**config.mk**
```make
export PLATFORM = sky130hd
export DESIGN_NAME = bankpfx_top
export DESIGN_NICKNAME = d
export VERILOG_FILES = /design/src/rtl/bankpfx_pkg.sv /design/src/rtl/bankpfx_detect.sv /design/src/rtl/bankpfx_state.sv /design/src/rtl/bankpfx_bank_map.sv /design/src/rtl/bankpfx_top.sv
export SDC_FILE = /design/constraint.sdc
export NUM_CORES = 1
export LEC_CHECK = 0
export ABC_AREA = 1
export BUFFER_PORTS_ARGS = -buffer_cell sky130_fd_sc_hd__buf_2
export CORE_MARGIN = 2
export CORE_UTILIZATION = 39
export CTS_CLUSTER_SIZE = 8
export DETAILED_ROUTE_END_ITERATION = 7
export GPL_TIMING_DRIVEN = 0
export PLACE_DENSITY = 0.83
export SLEW_MARGIN = 10
export SYNTH_ARGS = -nofsm -noshare
export SYNTH_HDL_FRONTEND = slang
export SYNTH_HIERARCHICAL = 1
export SYNTH_SLANG_ARGS = --single-unit
```
**constraint.sdc**
```tcl
create_clock -name clk -period 1.5 [get_ports clk]
set_clock_uncertainty 0.2 [all_clocks]
set_input_delay 0.15 -clock clk [delete_from_list [all_inputs] [get_ports clk]]
set_output_delay 0.15 -clock clk [all_outputs]
set_load 0.1 [all_outputs]
```
**src/rtl/bankpfx_pkg.sv**
```systemverilog
package bankpfx_pkg;
  localparam int OPND_N = 3;   // first source, second source, destination

  // Low bit of each operand's bank field inside the prefix word.
  function automatic int field_lsb(input int op);
    case (op)
      0:       return 2;  // first source
      1:       return 0;  // second source
      default: return 4;  // destination
    endcase
  endfunction
endpackage

```
**src/rtl/bankpfx_detect.sv**
```systemverilog
module bankpfx_detect #(
  parameter int WORD_W = 16,
  parameter int TAG_W  = 8,
  parameter logic [TAG_W-1:0] TAG = 8'h71
) (
  input  logic              clk,
  input  logic              rst,
  input  logic [WORD_W-1:0] word,
  input  logic              word_valid,
  input  logic              insn_end,
  output logic              hit
);
  logic at_start_q;

  assign hit = word_valid && at_start_q && (word[WORD_W-1 -: TAG_W] == TAG);

  // Track instruction boundaries so extension words are never taken as prefixes.
  always_ff @(posedge clk) begin
    if (rst)                   at_start_q <= 1'b1;
    else if (hit || insn_end)  at_start_q <= 1'b1;
    else if (word_valid)       at_start_q <= 1'b0;
  end
endmodule

```
**src/rtl/bankpfx_state.sv**
```systemverilog
module bankpfx_state #(
  parameter int BANK_W   = 2,
  parameter int OPND_N   = 3,
  parameter int SIZE_W   = 2,
  parameter int LEN_W    = 4,
  parameter int LEN_BASE = 4
) (
  input  logic                           clk,
  input  logic                           rst,
  input  logic                           hit,
  input  logic                           insn_end,
  input  logic [OPND_N-1:0][BANK_W-1:0]  field_d,
  input  logic [SIZE_W-1:0]              size_d,
  output logic                           active_q,
  output logic [OPND_N-1:0][BANK_W-1:0]  field_q,
  output logic [LEN_W-1:0]               len_q
);
  always_ff @(posedge clk) begin
    if (rst) begin
      active_q <= 1'b0;
      field_q  <= '0;
      len_q    <= '0;
    end else if (hit) begin
      active_q <= 1'b1;
      field_q  <= field_d;
      len_q    <= LEN_W'(LEN_BASE) + LEN_W'({size_d, 1'b0});
    end else if (insn_end) begin
      active_q <= 1'b0;
      field_q  <= '0;
      len_q    <= '0;
    end
  end
endmodule

```
**src/rtl/bankpfx_bank_map.sv**
```systemverilog
module bankpfx_bank_map #(
  parameter int BANK_W = 2
) (
  input  logic [BANK_W-1:0] field,
  input  logic              areg,
  input  logic              active,
  output logic [BANK_W-1:0] bank,
  output logic              err
);
  always_comb begin
    if (!active)   bank = '0;
    else if (areg) bank = BANK_W'(field[0]);
    else           bank = field;
    err = active && areg && (|field[BANK_W-1:1]);
  end
endmodule

```
**src/rtl/bankpfx_top.sv**
```systemverilog
module bankpfx_top #(
  parameter int WORD_W = 16,
  parameter int TAG_W  = 8,
  parameter logic [TAG_W-1:0] PFX_TAG = 8'h71,
  parameter int BANK_W = 2,
  parameter int SIZE_W = 2,
  parameter int SIZE_LSB = 6,
  parameter int LEN_BASE = 4,
  localparam int OPND_N = bankpfx_pkg::OPND_N,
  localparam int LEN_W  = $clog2(LEN_BASE + 2 * (2**SIZE_W - 1) + 1)
) (
  input  logic              clk,
  input  logic              rst,
  input  logic [WORD_W-1:0] instr_word,
  input  logic              word_valid,
  input  logic              insn_end,
  input  logic [OPND_N-1:0] opnd_areg,
  output logic [BANK_W-1:0] src_bank,
  output logic [BANK_W-1:0] src2_bank,
  output logic [BANK_W-1:0] dst_bank,
  output logic [LEN_W-1:0]  bundle_len,
  output logic              pfx_active,
  output logic              bank_err
);
  logic                          pfx_hit;
  logic [SIZE_W-1:0]             size_d;
  logic [OPND_N-1:0][BANK_W-1:0] field_d, field_q;
  logic [OPND_N-1:0][BANK_W-1:0] bank_o;
  logic [OPND_N-1:0]             err_o;

  bankpfx_detect #(.WORD_W(WORD_W), .TAG_W(TAG_W), .TAG(PFX_TAG)) u_detect (
    .clk(clk), .rst(rst), .word(instr_word), .word_valid(word_valid),
    .insn_end(insn_end), .hit(pfx_hit)
  );

  assign size_d = instr_word[SIZE_LSB +: SIZE_W];

  generate
    for (genvar i = 0; i < OPND_N; i++) begin : g_opnd
      localparam int LSB = bankpfx_pkg::field_lsb(i);
      assign field_d[i] = instr_word[LSB +: BANK_W];
      bankpfx_bank_map #(.BANK_W(BANK_W)) u_map (
        .field(field_q[i]), .areg(opnd_areg[i]), .active(pfx_active),
        .bank(bank_o[i]), .err(err_o[i])
      );
    end
  endgenerate

  bankpfx_state #(
    .BANK_W(BANK_W), .OPND_N(OPND_N), .SIZE_W(SIZE_W),
    .LEN_W(LEN_W), .LEN_BASE(LEN_BASE)
  ) u_state (
    .clk(clk), .rst(rst), .hit(pfx_hit), .insn_end(insn_end),
    .field_d(field_d), .size_d(size_d),
    .active_q(pfx_active), .field_q(field_q), .len_q(bundle_len)
  );

  assign src_bank  = bank_o[0];
  assign src2_bank = bank_o[1];
  assign dst_bank  = bank_o[2];
  assign bank_err  = |err_o;
endmodule

```
==> flow_summary_export.csv <==
group,metric,value,unit
final_layout,fillers,89,
min_path,hold_class,"in -> reg",
placement,dp.cells,134,
yosys,synth_top_area_share,40.8,%
clock_tree,root_buffer,"clkbuf_4",
yosys,synth_top_cell_by_area,"dfxtp_1",
critical_path,cp_slowest_stage_delay,0.43,ns
yosys,syn_inst,86,
yosys,yosysWarnings,6,
timing,fin_ws,-0.0762,ns
critical_path,start_kind,"flip-flop",
global_routing,grt_pass1_wl,2150,µm
critical_path,endpoint_kind,"output pin",
floorplanning,fp-row-count,13,
floorplanning,die_area,1700,µm²
clock_tree,cts_sinks,11,
critical_path,crit_type,"reg -> out",
yosys,synth_area_leaders,"dfxtp_1 (41%), nand2_1 (20%), inv_1 (11%)",
timing,hold_violations,0,
yosys,synth-seq-cells,11,
floorplanning,core_area,1300,µm²
final_layout,fin_nets,158,
timing,clock.fmax,0.634,GHz
floorplanning,start_util,41.4,%
final_layout,fin_util,76.1,%
timing,fin_crit_sh,105,%
global_routing,grt.total_usage,21.2,%
placement,gp_congestion,0.693,
route,detail-route-antenna-nets,0,
final_layout,regArea,224,µm²
yosys,ys_seq_area_share,40.8,%
global_routing,grt_max_degree,11,
power_and_ir_drop,ir_drop,0.000561,V
run,max_cap_viol_count,0,
status,run_status,"complete, but fails checks",
final_layout,layout_common_cells,"buf_2 (26), nand2_1 (25), inv_1 (12)",
clock_tree,numCtsBuffers,3,
placement,pre_cts_ws,0.0403,ns
critical_path,cp_slowest_cell,"dfxtp_4",
final_layout,final_common_cell,"buf_2",
floorplanning,fp.dieH,41.2,µm
critical_path,path_cells,"nand2_4 > nor2_2 > nor2_2 > nand2_4 > buf_12",
route,drtIter0Drc,6,
critical_path,reg2reg_depth,7,
route,viasPerCell,4.38,
power_and_ir_drop,power.leakage,0.518,nW
final_layout,multi_input_area,298,µm²
timing,slew_violations,0,
clock_tree,cts_tree,"yes",
clock_tree,htree_num_levels,1,
min_path,holdPathEnd,"u_detect/at_start_q$_SDFFE_PP1P_",
power_and_ir_drop,power.density,598,nW/µm²
global_routing,antenna_found_initial,0,
timing,fin_crit,1.58,ns
critical_path,required,1.15,ns
clock_tree,cts_buffer_depth,2,
final_layout,drive_above_1_share,42.5,%
floorplanning,num_io_pins,35,
timing,rsz0062_at_grt,"yes",
yosys,synth_nets,109,
clock_tree,clkLatencyLatePin,0.27,ns
route,wire_per_inst,10.7,µm
placement,portBuffers,33,
clock_tree,cts_setup_buffers,0,
yosys,synth.cell_area,539,µm²
clock_tree,cts.clk_slew.worst_paths,0.07,ns
critical_path,rrSetupSlack,0.20,ns
final_layout,area.growth.synth_to_final,83.5,%
final_layout,layout.cells.non_filler,149,
critical_path,reg2reg_to,"u_state/field_q[3]$_SDFFE_PP0P_",
route,drt_pass1_iterations,3,
global_routing,grt_overflow,0,
route,routed_wl,1590,µm
min_path,min_from,"word_valid",
placement,hpwlAfterDp,972,µm
critical_path,reg2reg_from,"u_detect/at_start_q$_SDFFE_PP1P_",
global_routing,grt_pass1_vias,544,
yosys,synth_cell_types,13,
status,violations,"negative setup slack",
route,num_vias,653,
route,drcViolationCount,0,
final_layout,diodes,0,
critical_path,cp_max_fo,8,
critical_path,crit_arrival,1.23,ns
min_path,holdPathStages,5,
floorplanning,die_x,41.2,µm
yosys,syn_area_per_cell,6.27,µm²
timing,setup_tns,-0.0836,ns
timing,setup_violations,2,
metrics by stage:
step	area (µm²)	total power [W]	hold slack, ns
floorplan	584	0.000332	0.0541
CTS	940	0.000592	0.0276
global placement	768	0.000367	0.156
detailed placement	768	0.000368	0.167
global route	990	0.000618	0.0672
finish	990	0.000592	0.0320
area by class of cell:
cell class,count,area share (%)
clock buffer,4,2.65
buffer,3,2.40
multi-input combinational,56,30.1
sequential,11,22.6
timing repair buffer,44,33.1
tap,15,1.90
inverter,16,7.21
worst max-delay path, delay by kind of cell (launching register included):
family	cells	cell delay (ns)
buffers and inverters	1	0.16
AND/OR/NAND/NOR	4	0.35
flip-flops	1	0.43
cell usage after synthesis:
| cell | number |
|---|---|
| nand3_1 | 1 |
| conb_1 | 1 |
| nand2_2 | 1 |
| buf_4 | 1 |
| dfxtp_1 | 11 |
| clkbuf_2 | 1 |
| nand2_1 | 29 |
| a21oi_1 | 10 |
| inv_1 | 16 |
| nor2_1 | 12 |
| nor2_4 | 1 |
| nor3_1 | 1 |
| buf_6 | 1 |
worst max-delay path by stage:
stage	start	endpoint	slack (ns)	cells after the start
global route	u_state/active_q$_SDFFE_PP0P_	bank_err	-0.12	5
global placement	u_state/active_q$_SDFFE_PP0P_	bank_err	0.04	5
detailed placement	u_state/active_q$_SDFFE_PP0P_	bank_err	0.04	5
CTS	u_state/active_q$_SDFFE_PP0P_	bank_err	-0.04	5
finish	u_state/active_q$_SDFFE_PP0P_	bank_err	-0.08	5
floorplan	u_state/active_q$_SDFFE_PP0P_	dst_bank[1]	-0.05	2
state kept, by name, summed over array words and instances, names as in the netlist:
| register | count |
|---|---|
| u_detect/at_start_q | 1 |
| u_state/len_q | 3 |
| u_state/active_q | 1 |
| u_state/field_q | 6 |
repair_timing:
item	4_1_cts	5_1_grt
setup endpoints to repair	7	3
pin swaps	0	2
resized for setup	12	15
hold buffers	11	0
hold endpoints to repair	10	0
report_power, final:
group	switching [W]	total [W]	internal (W)
combinational	0.0000457	0.0000941	0.0000485
clock	0.000102	0.000205	0.000103
sequential	0.000000821	0.000292	0.000292
total	0.000148	0.000592	0.000443
logic make-up (layout without fill, tap and decap cells):
family / count (synthesis) / count (layout) / synth area share [%]
other: 1 / 1 / 0.695
flip-flops: 11 / 11 / 40.8
AO/OA/AOI/OAI: 10 / 10 / 9.28
AND/OR/NAND/NOR: 45 / 45 / 33.6
buffers and inverters: 19 / 67 / 15.5
per-layer routing:
metal  up-vias  part of all wire (%)  GRT usage [%]
met2        19                    53           38.3
met4         0                   1.6           12.1
met1       283                    40           19.8
met5         -                     0              0
li1        347                     -              -
met3         4                   5.3           8.70
Power figures use the tool's default switching activity.
